--- src/rtl/rng_hm_pkg.sv ---
package rng_hm_pkg;

    typedef enum logic {
        MB_IDLE,
        MB_COUNT
    } mb_state_e;

    typedef enum logic [1:0] {
        RUN_IDLE,
        RUN_TRACK,
        RUN_FIRED
    } run_state_e;

    typedef enum logic {
        SK_IDLE,
        SK_HOLD
    } sk_state_e;

endpackage

--- src/rtl/rng_hm_monobit.sv ---
module rng_hm_monobit
    import rng_hm_pkg::*;
#(
    parameter int WIN = 20000,
    parameter int LO  = 9655,
    parameter int HI  = 10345
) (
    input  logic clk,
    input  logic rst_n,
    input  logic en,
    input  logic bit_vld,
    input  logic bit_in,
    output logic fail_o
);
    localparam int CW = $clog2(WIN + 1);

    mb_state_e      state_q;
    logic [CW-1:0]  bit_cnt_q;
    logic [CW-1:0]  ones_q;
    logic           take;
    logic           last;
    logic [CW-1:0]  ones_nx;
    logic           oob;
    logic           fail_q;

    always_comb begin
        take    = en && bit_vld;
        ones_nx = ones_q + CW'(bit_in);
        last    = take && (bit_cnt_q == CW'(WIN - 1));
        oob     = (ones_nx < CW'(LO)) || (ones_nx > CW'(HI));
    end

    // state and counters
    always_ff @(posedge clk) begin
        if (!rst_n || !en) begin
            state_q   <= MB_IDLE;
            bit_cnt_q <= '0;
            ones_q    <= '0;
        end else begin
            unique case (state_q)
                MB_IDLE: begin
                    state_q <= MB_COUNT;
                    if (take) begin
                        bit_cnt_q <= CW'(1);
                        ones_q    <= CW'(bit_in);
                    end
                end
                MB_COUNT: begin
                    if (last) begin
                        bit_cnt_q <= '0;
                        ones_q    <= '0;
                    end else if (take) begin
                        bit_cnt_q <= bit_cnt_q + CW'(1);
                        ones_q    <= ones_nx;
                    end
                end
                default: state_q <= MB_IDLE;
            endcase
        end
    end

    // outputs
    always_ff @(posedge clk) begin
        if (!rst_n) fail_q <= 1'b0;
        else        fail_q <= last && oob;
    end

    assign fail_o = fail_q;
endmodule

--- src/rtl/rng_hm_run.sv ---
module rng_hm_run
    import rng_hm_pkg::*;
#(
    parameter int RUN_LEN = 34
) (
    input  logic clk,
    input  logic rst_n,
    input  logic en,
    input  logic bit_vld,
    input  logic bit_in,
    output logic fail_o
);
    localparam int LW = $clog2(RUN_LEN + 1);

    run_state_e     state_q;
    logic           prev_q;
    logic [LW-1:0]  len_q;
    logic           take;
    logic           same;
    logic           hit;
    logic           fail_q;

    always_comb begin
        take = en && bit_vld;
        same = (bit_in == prev_q);
        hit  = take && (state_q == RUN_TRACK) && same
               && (len_q == LW'(RUN_LEN - 1));
    end

    // state, last bit and run length
    always_ff @(posedge clk) begin
        if (!rst_n || !en) begin
            state_q <= RUN_IDLE;
            prev_q  <= 1'b0;
            len_q   <= '0;
        end else if (take) begin
            unique case (state_q)
                RUN_IDLE: begin
                    state_q <= RUN_TRACK;
                    prev_q  <= bit_in;
                    len_q   <= LW'(1);
                end
                RUN_TRACK: begin
                    if (!same) begin
                        prev_q <= bit_in;
                        len_q  <= LW'(1);
                    end else if (len_q == LW'(RUN_LEN - 1)) begin
                        state_q <= RUN_FIRED;
                        len_q   <= LW'(RUN_LEN);
                    end else begin
                        len_q <= len_q + LW'(1);
                    end
                end
                RUN_FIRED: begin
                    if (!same) begin
                        state_q <= RUN_TRACK;
                        prev_q  <= bit_in;
                        len_q   <= LW'(1);
                    end
                end
                default: state_q <= RUN_IDLE;
            endcase
        end
    end

    // outputs
    always_ff @(posedge clk) begin
        if (!rst_n) fail_q <= 1'b0;
        else        fail_q <= hit;
    end

    assign fail_o = fail_q;
endmodule

--- src/rtl/rng_hm_stuck.sv ---
module rng_hm_stuck
    import rng_hm_pkg::*;
#(
    parameter int WORD_W = 128
) (
    input  logic              clk,
    input  logic              rst_n,
    input  logic              en,
    input  logic              word_vld,
    input  logic [WORD_W-1:0] word_in,
    output logic              fail_o
);
    sk_state_e          state_q;
    logic [WORD_W-1:0]  last_q;
    logic               take;
    logic               hit;
    logic               fail_q;

    always_comb begin
        take = en && word_vld;
        hit  = take && (state_q == SK_HOLD) && (word_in == last_q);
    end

    // state and stored word
    always_ff @(posedge clk) begin
        if (!rst_n || !en) begin
            state_q <= SK_IDLE;
            last_q  <= '0;
        end else if (take) begin
            unique case (state_q)
                SK_IDLE: begin
                    state_q <= SK_HOLD;
                    last_q  <= word_in;
                end
                SK_HOLD: last_q <= word_in;
                default: state_q <= SK_IDLE;
            endcase
        end
    end

    // outputs
    always_ff @(posedge clk) begin
        if (!rst_n) fail_q <= 1'b0;
        else        fail_q <= hit;
    end

    assign fail_o = fail_q;
endmodule

--- src/rtl/rng_health_mon.sv ---
module rng_health_mon #(
    parameter int WIN       = 20000,
    parameter int MONO_LO   = 9655,
    parameter int MONO_HI   = 10345,
    parameter int LONG_RUN  = 34,
    parameter int NOISE_RUN = 48,
    parameter int WORD_W    = 128
) (
    input  logic              clk,
    input  logic              rst_n,
    input  logic              en,
    input  logic              bit_vld,
    input  logic              bit_in,
    input  logic              word_vld,
    input  logic [WORD_W-1:0] word_in,
    output logic              monobit_fail,
    output logic              longrun_fail,
    output logic              noise_fail,
    output logic              stuck_fail
);
    localparam int NRUN = 2;
    localparam int RUN_LIMIT [NRUN] = '{LONG_RUN, NOISE_RUN};

    logic [NRUN-1:0] run_fail;

    rng_hm_monobit #(.WIN(WIN), .LO(MONO_LO), .HI(MONO_HI)) i_monobit (
        .clk     (clk),
        .rst_n   (rst_n),
        .en      (en),
        .bit_vld (bit_vld),
        .bit_in  (bit_in),
        .fail_o  (monobit_fail)
    );

    for (genvar g = 0; g < NRUN; g++) begin : g_run
        rng_hm_run #(.RUN_LEN(RUN_LIMIT[g])) i_run (
            .clk     (clk),
            .rst_n   (rst_n),
            .en      (en),
            .bit_vld (bit_vld),
            .bit_in  (bit_in),
            .fail_o  (run_fail[g])
        );
    end

    assign longrun_fail = run_fail[0];
    assign noise_fail   = run_fail[1];

    rng_hm_stuck #(.WORD_W(WORD_W)) i_stuck (
        .clk      (clk),
        .rst_n    (rst_n),
        .en       (en),
        .word_vld (word_vld),
        .word_in  (word_in),
        .fail_o   (stuck_fail)
    );
endmodule

--- config.mk ---
export PLATFORM = sky130hd
export DESIGN_NAME = rng_health_mon
export DESIGN_NICKNAME = d
export VERILOG_FILES = /design/src/rtl/rng_hm_pkg.sv /design/src/rtl/rng_hm_monobit.sv /design/src/rtl/rng_hm_run.sv /design/src/rtl/rng_hm_stuck.sv /design/src/rtl/rng_health_mon.sv
export SDC_FILE = /design/constraint.sdc
export NUM_CORES = 1
export LEC_CHECK = 0
export BUFFER_PORTS_ARGS = -buffer_cell sky130_fd_sc_hd__buf_4
export CAP_MARGIN = 20
export CORE_MARGIN = 5
export CORE_UTILIZATION = 30
export DETAILED_ROUTE_END_ITERATION = 16
export PLACE_DENSITY = 0.48
export SLEW_MARGIN = 15
export SYNTH_ARGS = -nofsm -noshare
export SYNTH_HDL_FRONTEND = slang
export SYNTH_HIERARCHICAL = 1
export SYNTH_SLANG_ARGS = --single-unit
--- constraint.sdc ---
create_clock -name clk -period 5.4 [get_ports clk]
set_clock_uncertainty 0.15 [all_clocks]
set_input_delay 1.08 -clock clk [delete_from_list [all_inputs] [get_ports clk]]
set_output_delay 1.08 -clock clk [all_outputs]
set_load 0.01 [all_outputs]
After elaboration in Yosys (flattened, before gate mapping)

Index checks and enable logic that the tools add are counted.

Flip-flop bits (word level): 182
Latch bits: 0
Memory bits (writable): 0
Bits in read-only memories: 0
Input port bits: 134
Memories kept: 0

Add/sub/neg operators: 4
Multipliers: 0
Div/mod/pow operators: 0
$lt $le $gt $ge: 2
Equal/unequal tests: 20
Shifts and indexed selects: 0
Multiplexer cells: 29
Bitwise logic cells: 1
Reduce and logical (&&, ||, !) cells: 31

Operators by type and width:

| operator                                                                          | count |
|---|---|
| 128-bit equality test                                                             | 1 |
| 15-bit two-way mux                                                                | 6 |
| 15-bit case mux with 2 select lines                                               | 2 |
| 6-bit two-way mux                                                                 | 6 |
| 6-bit case mux with 3 select lines                                                | 2 |
| 15-bit by 1-bit adder with 15-bit output                                          | 1 |
| 15-bit by 1-bit adder with 15-bit output, second input constant                   | 1 |
| 15-bit equality test, second input constant                                       | 1 |
| 15-bit by 14-bit greater-than comparator with 1-bit output, second input constant | 1 |
| 15-bit by 14-bit < comparator with 1-bit output, second input constant            | 1 |
| 6-bit by 1-bit adder with 6-bit output, second input constant                     | 2 |
| 6-bit equality test, second input constant                                        | 2 |
| 1-bit logical AND                                                                 | 12 |
| 2-bit two-way mux                                                                 | 6 |
| 2-bit inequality test, second input constant                                      | 6 |
| 2-bit case mux with 3 select lines                                                | 2 |
| 3-bit AND reduction                                                               | 4 |
| 4-bit AND reduction                                                               | 2 |
| 2-bit by 1-bit inequality test with 1-bit output, second input constant           | 3 |
| 3-bit nonzero test                                                                | 2 |
| 2-bit by 1-bit equality test with 1-bit output, second input constant             | 2 |
| 2-bit equality test, second input constant                                        | 2 |
| 2-bit zero test                                                                   | 2 |
| 1-bit case mux with 2 select lines                                                | 2 |
| other kinds (9)                                                                   | 16 |

Longest topological paths before layout

Word-level depth: 4
Gate-level depth with buffers: 9
Gate-level depth less buffers: 8

Hierarchy

The synthesis kept the hierarchy.

By module, submodules not included:

| module                       | instances | cells each | area an instance (um^2) | seq. area each (um^2) |
|---|---|---|---|---|
| rng_hm_stuck                 | 1         | 598        | 5,990.7                 | 2,602.5 |
| rng_hm_monobit               | 1         | 253        | 1,928.1                 | 640.6 |
| rng_hm_run at g_run[0].i_run | 1         | 75         | 635.6                   | 200.2 |
| rng_hm_run at g_run[1].i_run | 1         | 72         | 619.3                   | 200.2 |

Least setup slack after synthesis

No wires, ideal clock.

Path type: input-to-reg
Start point: input bit_in
End point: register i_monobit.fail_q, in the netlist i_monobit/fail_o
Setup time: 0.122 ns
Arrival time: 2.944 ns
Slack: 2.184 ns
Stages on the path: 9
Cell sequence: ha_1 > ha_1 > and3_1 > buf_2 > a211oi_1 > o31ai_1 > o31a_1 > o311a_1 > o311a_1

Longest elaborated chain between the ends: 4

RTL lines:

| element                                                                                                                       | line                 | RTL |
|---|---|---|
| start: declaration                                                                                                            | rng_health_mon.sv:13 | `input logic bit_in,` |
| 15-bit by 1-bit adder with 15-bit output (*)                                                                                  | rng_hm_monobit.sv:28 | `ones_nx = ones_q + CW'(bit_in);` |
| 15-bit by 14-bit < comparator with 1-bit output or 15-bit by 14-bit greater-than comparator with 1-bit output (tied branches) | rng_hm_monobit.sv:30 | `oob = (ones_nx < CW'(LO)) \|\| (ones_nx > CW'(HI));` |
| 1-bit logical OR (*)                                                                                                          | rng_hm_monobit.sv:30 |  |
| 1-bit logical AND (*)                                                                                                         | rng_hm_monobit.sv:65 | `else fail_q <= last && oob;` |
| end signal: assignment                                                                                                        | rng_hm_monobit.sv:65 |  |
| end: declaration                                                                                                              | rng_hm_monobit.sv:24 | `logic fail_q;` |

Every way passes the cells marked *; elsewhere a longest branch is shown, timed or not.
A chain may end at the register's enable or synchronous reset.

Worst setup path after layout

Same ends and word-level chain as after synthesis.

==> summary.md <==
| Metric | Value |
|---|---|
| Clock sink count | around 180 |
| Yosys top cell area share | 0.397 |
| P_sw | 0.804 mW |
| Xor/xnor share of the synthesized area | 0.142 |
| Origin of the worst setup path | bit_in |
| H-Tree Depth | 4 |
| DRT Wirelength | roughly 23 mm |
| R2R Setup Slk | ~2.8 ns |
| Final Hold Fails | 0 |
| Crit path launch type | input port |
| Top FF cell, synth | dfxtp_1 |
| Synth Instances | 998 |
| Area leader, netlist | dfxtp_1 |
| Crit Path Max Fanout | 7 |
| Initial antenna violation count | 1 |
| CTS clock-pin slew for the worst setup and hold paths | ~0.070 ns |
| Leak Pwr | 4.32 nW |
| Share of layout cells above drive strength 1 | 0.172 |
| Area Growth Syn to Fin | 21.3% |
| Tcrit/Tclk final | 0.579 |
| EDFF count, synth | 0 |
| Total Neg Setup Slack | 0 ns |
| CTS resizes | 0 |
| Reg2reg end | i_monobit/fail_o |
| Synth cell types | 70 |
| Slew margin rel. | 0.423 |
| Sequential share of power | 0.460 |
| Post-route DRC violation count | 0 |
| Largest family of logic cells by synthesized area | simple AND/OR/NAND/NOR gates |
| Worst slew pin tran | between 0.8 and 0.9 ns |
| Largest net degree at the start of global routing | 119 |
| Most frequent cell after synthesis | dfxtp_1 |
| Crit-path max cell delay | between 0.3 and 0.4 ns |
| Design Area, Final | approximately 11000 um^2 |
| Largest cells by area after synthesis | dfxtp_1, mux2i_1, xnor2_1, nor2_1, nand4_1 |
| Net Count, Synth | between 1000 and 1500 |
| Site Rows | 64 |
| Setup violations, final | 0 |
| Inst Count DP | ~1500 |
| Complex-gate fraction of the synthesized area | 0.0743 |
| Vias in the first global route | just under 7000 |
| CTS tree | yes |
| Clk pwr share | 0.426 |
| Critical path destination | i_monobit/fail_o |
| Final ANT Viol Nets | 0 |
| Die Span Y | between 150 and 200 um |
| Ports | ~140 |
| GR Overflow Total | 0 |
| WP data arrival | ~3.3 ns |
| Synth async-reset ratio | 0 |
| Starting density of the core | 0.301 |
| Cell count of the worst reg-to-reg path | 8 |
| Dpl cell area | 10500 um^2 |
| Required @ worst endpoint | about 5.6 ns |
| Area of the mapped netlist | 9170 um^2 |
| Syn avg cell area | 9.19 um^2 |
| Fin nets | about 1300 |
| Switching part of the total | 0.264 |
| Worst Setup End Kind | register |
| Post-layout minimum cycle time | around 3.1 ns |
| Power Total | around 3.0 mW |
| Worst reg2reg path startpoint | i_monobit/ones_q[0] |
| Number of setup buffers added after CTS | 0 |
| DR vias | 7160 |
| Die W | 185 um |
| DR WL/cell | roughly 15 um |
| DP Wirelength | 16.2 mm |
| Outcome | completed |
| Synth warnings | 6 |
| Initial drt markers | 318 |
| Worst-Skew Late Latency | 0.44 ns |
| Min-delay worst type | register to register |
| Slowest-stage cell, CP | ha_1 |
| Worst VDD drop | between 0.15 and 0.2 mV |
| CTS Buf Count | 17 |
| Post-Synth Adder-Cell Area | 0.0218 |
| MaxCap Viol Count | 0 |
| Most common library cells after synthesis | dfxtp_1, nor2_1, mux2i_1, xnor2_1, nand2_1 |
| ANT cells | 0 |
| Combinational power share | 0.114 |
| Internal power | 2.23 mW |
| Post-DR vias/cell | about 4.7 |
| Die area | 34200 um^2 |
| Multiplexer area fraction after synthesis | 0.142 |
| Detailed Routing Iterations Pass 1 | 4 |
| CP cell instances | buf_4 -> ha_1 -> ha_1 -> and3_1 -> nand3_1 -> xnor2_1 -> a21oi_1 -> o311a_1 -> o311a_1 |
| Pre-CTS setup slack | roughly 1.9 ns |
| Post-synthesis sequential area ratio | 0.397 |
| Post-layout util | 0.366 |
| Setup WS post-layout | about 2.3 ns |
| Global-route wire length before repair | 35.5 mm |
| Core footprint | a little over 30000 um^2 |
| Yosys reg bits | 182 |
| Count of final max-slew check failures | 0 |
| Post-Synth Simple-Gate Area | 0.191 |
| Port bufs | 137 |
| Hold_ws | between 0.3 and 0.4 ns |
| RSZ-0062 raised after global routing | no |
| GRT Util Overall | 0.130 |
| Power Dens Cells | roughly 270 nW/um^2 |
| Critical path type | input port to register |
| Layout Cells excl Fill | between 1500 and 2000 |
| CTS Buffer Depth | 2 |
| Hold buffer count at CTS | 0 |
| Fmax | approximately 320 MHz |
| RePlAce Congestion | just over 0.8 |
| Clock root cell | clkbuf_16 |
-- cells in the final DEF, fill, tap and decap left out, types with 3 or more instances in the layout --
| cell type | synthesis | routed |
|---|---|---|
| nor4_1 | 12 | 12 |
| xnor2_1 | 121 | 121 |
| inv_1 | 14 | 14 |
| nand3_1 | 19 | 19 |
| o21ai_0 | 20 | 20 |
| nor3_1 | 16 | 16 |
| nand2_1 | 47 | 47 |
| a22oi_1 | 3 | 3 |
| nor4_2 | 3 | 3 |
| nand4_1 | 38 | 38 |
| nor2_1 | 180 | 180 |
| a211o_1 | 3 | 3 |
| inv_6 | 0 | 4 |
| nand2b_1 | 3 | 3 |
| o211ai_1 | 3 | 3 |
| a31oi_1 | 6 | 6 |
| and2_1 | 3 | 3 |
| buf_4 | 2 | 137 |
| or3_1 | 4 | 4 |
| o22ai_1 | 4 | 4 |
| a32o_1 | 3 | 3 |
| dfxtp_1 | 182 | 182 |
| a211oi_1 | 6 | 6 |
| clkbuf_16 | 0 | 17 |
| ha_1 | 16 | 16 |
| o41ai_1 | 3 | 3 |
| a21oi_1 | 25 | 25 |
| nand3b_1 | 5 | 5 |
| clkinv_8 | 0 | 3 |
| mux2i_1 | 130 | 130 |
| and4_1 | 4 | 4 |
| xor2_1 | 24 | 24 |
| inv_8 | 0 | 4 |
| and3_1 | 8 | 8 |
-- sequential cells by signal, summed over array words and instances, names as in the netlist, 2 cells and up --
signal / count
i_monobit/ones_q: 15
g_run.i_run/prev_q: 2
g_run.i_run/fail_o: 2
g_run.i_run/len_q: 12
i_monobit/bit_cnt_q: 15
g_run.i_run/state_q: 4
i_stuck/last_q: 128
-- power groups by stage --
stage,Sequential (mW),Clock (mW),Combinational (mW)
after floorplan,1.43,0,0.210
after global placement,1.43,0,0.349
after detailed placement,1.43,0,0.351
after CTS,1.40,1.36,0.352
after global routing,1.40,1.41,0.382
final,1.40,1.29,0.346
-- layout make-up --
| class | count | area, um^2 |
|---|---|---|
| clock buffer | 18 | 439 |
| clock inverter | 14 | 175 |
| fill | 3256 | 19300 |
| inverter | 16 | 73.8 |
| multi-input combinational | 754 | 5250 |
| sequential | 182 | 3640 |
| tap | 396 | 495 |
| timing repair buffer | 139 | 1060 |
-- layer usage --
metal	vias up	track usage	share of wire
met2	102	0.213	0.47
met3	9	0.0289	0.039
met4	2	0.0299	0.0056
met5	-	0	0.00083
met1	3358	0.175	0.49
li1	3689	-	-
-- how the worst min path moves through the flow --
| stage | cells past startpoint | to | slack [ns] | from |
|---|---|---|---|---|
| CTS | 2 | i_monobit/bit_cnt_q[1] | 0.34 | i_monobit/bit_cnt_q[1] |
| detailed placement | 2 | i_monobit/bit_cnt_q[1] | 0.33 | i_monobit/bit_cnt_q[1] |
| finish | 2 | i_monobit/bit_cnt_q[1] | 0.34 | i_monobit/bit_cnt_q[1] |
| global placement | 2 | i_monobit/bit_cnt_q[1] | 0.32 | i_monobit/bit_cnt_q[1] |
| floorplan | 2 | i_monobit/bit_cnt_q[1] | 0.30 | i_monobit/bit_cnt_q[1] |
| global route | 2 | i_monobit/ones_q[6] | 0.37 | i_monobit/ones_q[6] |
-- kinds of logic after synthesis --
kind of cell,count (synthesis)
simple gates,362
flops,182
compound gates,99
mux,130
xor+xnor,147
buf+inv,62
fa+ha+maj,16
-- worst max-delay path: cells and delay by family --
family	cells	cell delay [ns]
AO/OA/AOI/OAI	3	0.70
AND/OR/NAND/NOR	2	0.43
XOR/XNOR	1	0.29
adder cells (fa/ha/maj)	2	0.65
buffers and inverters	1	0.15
Power figures use the tool's default switching activity.
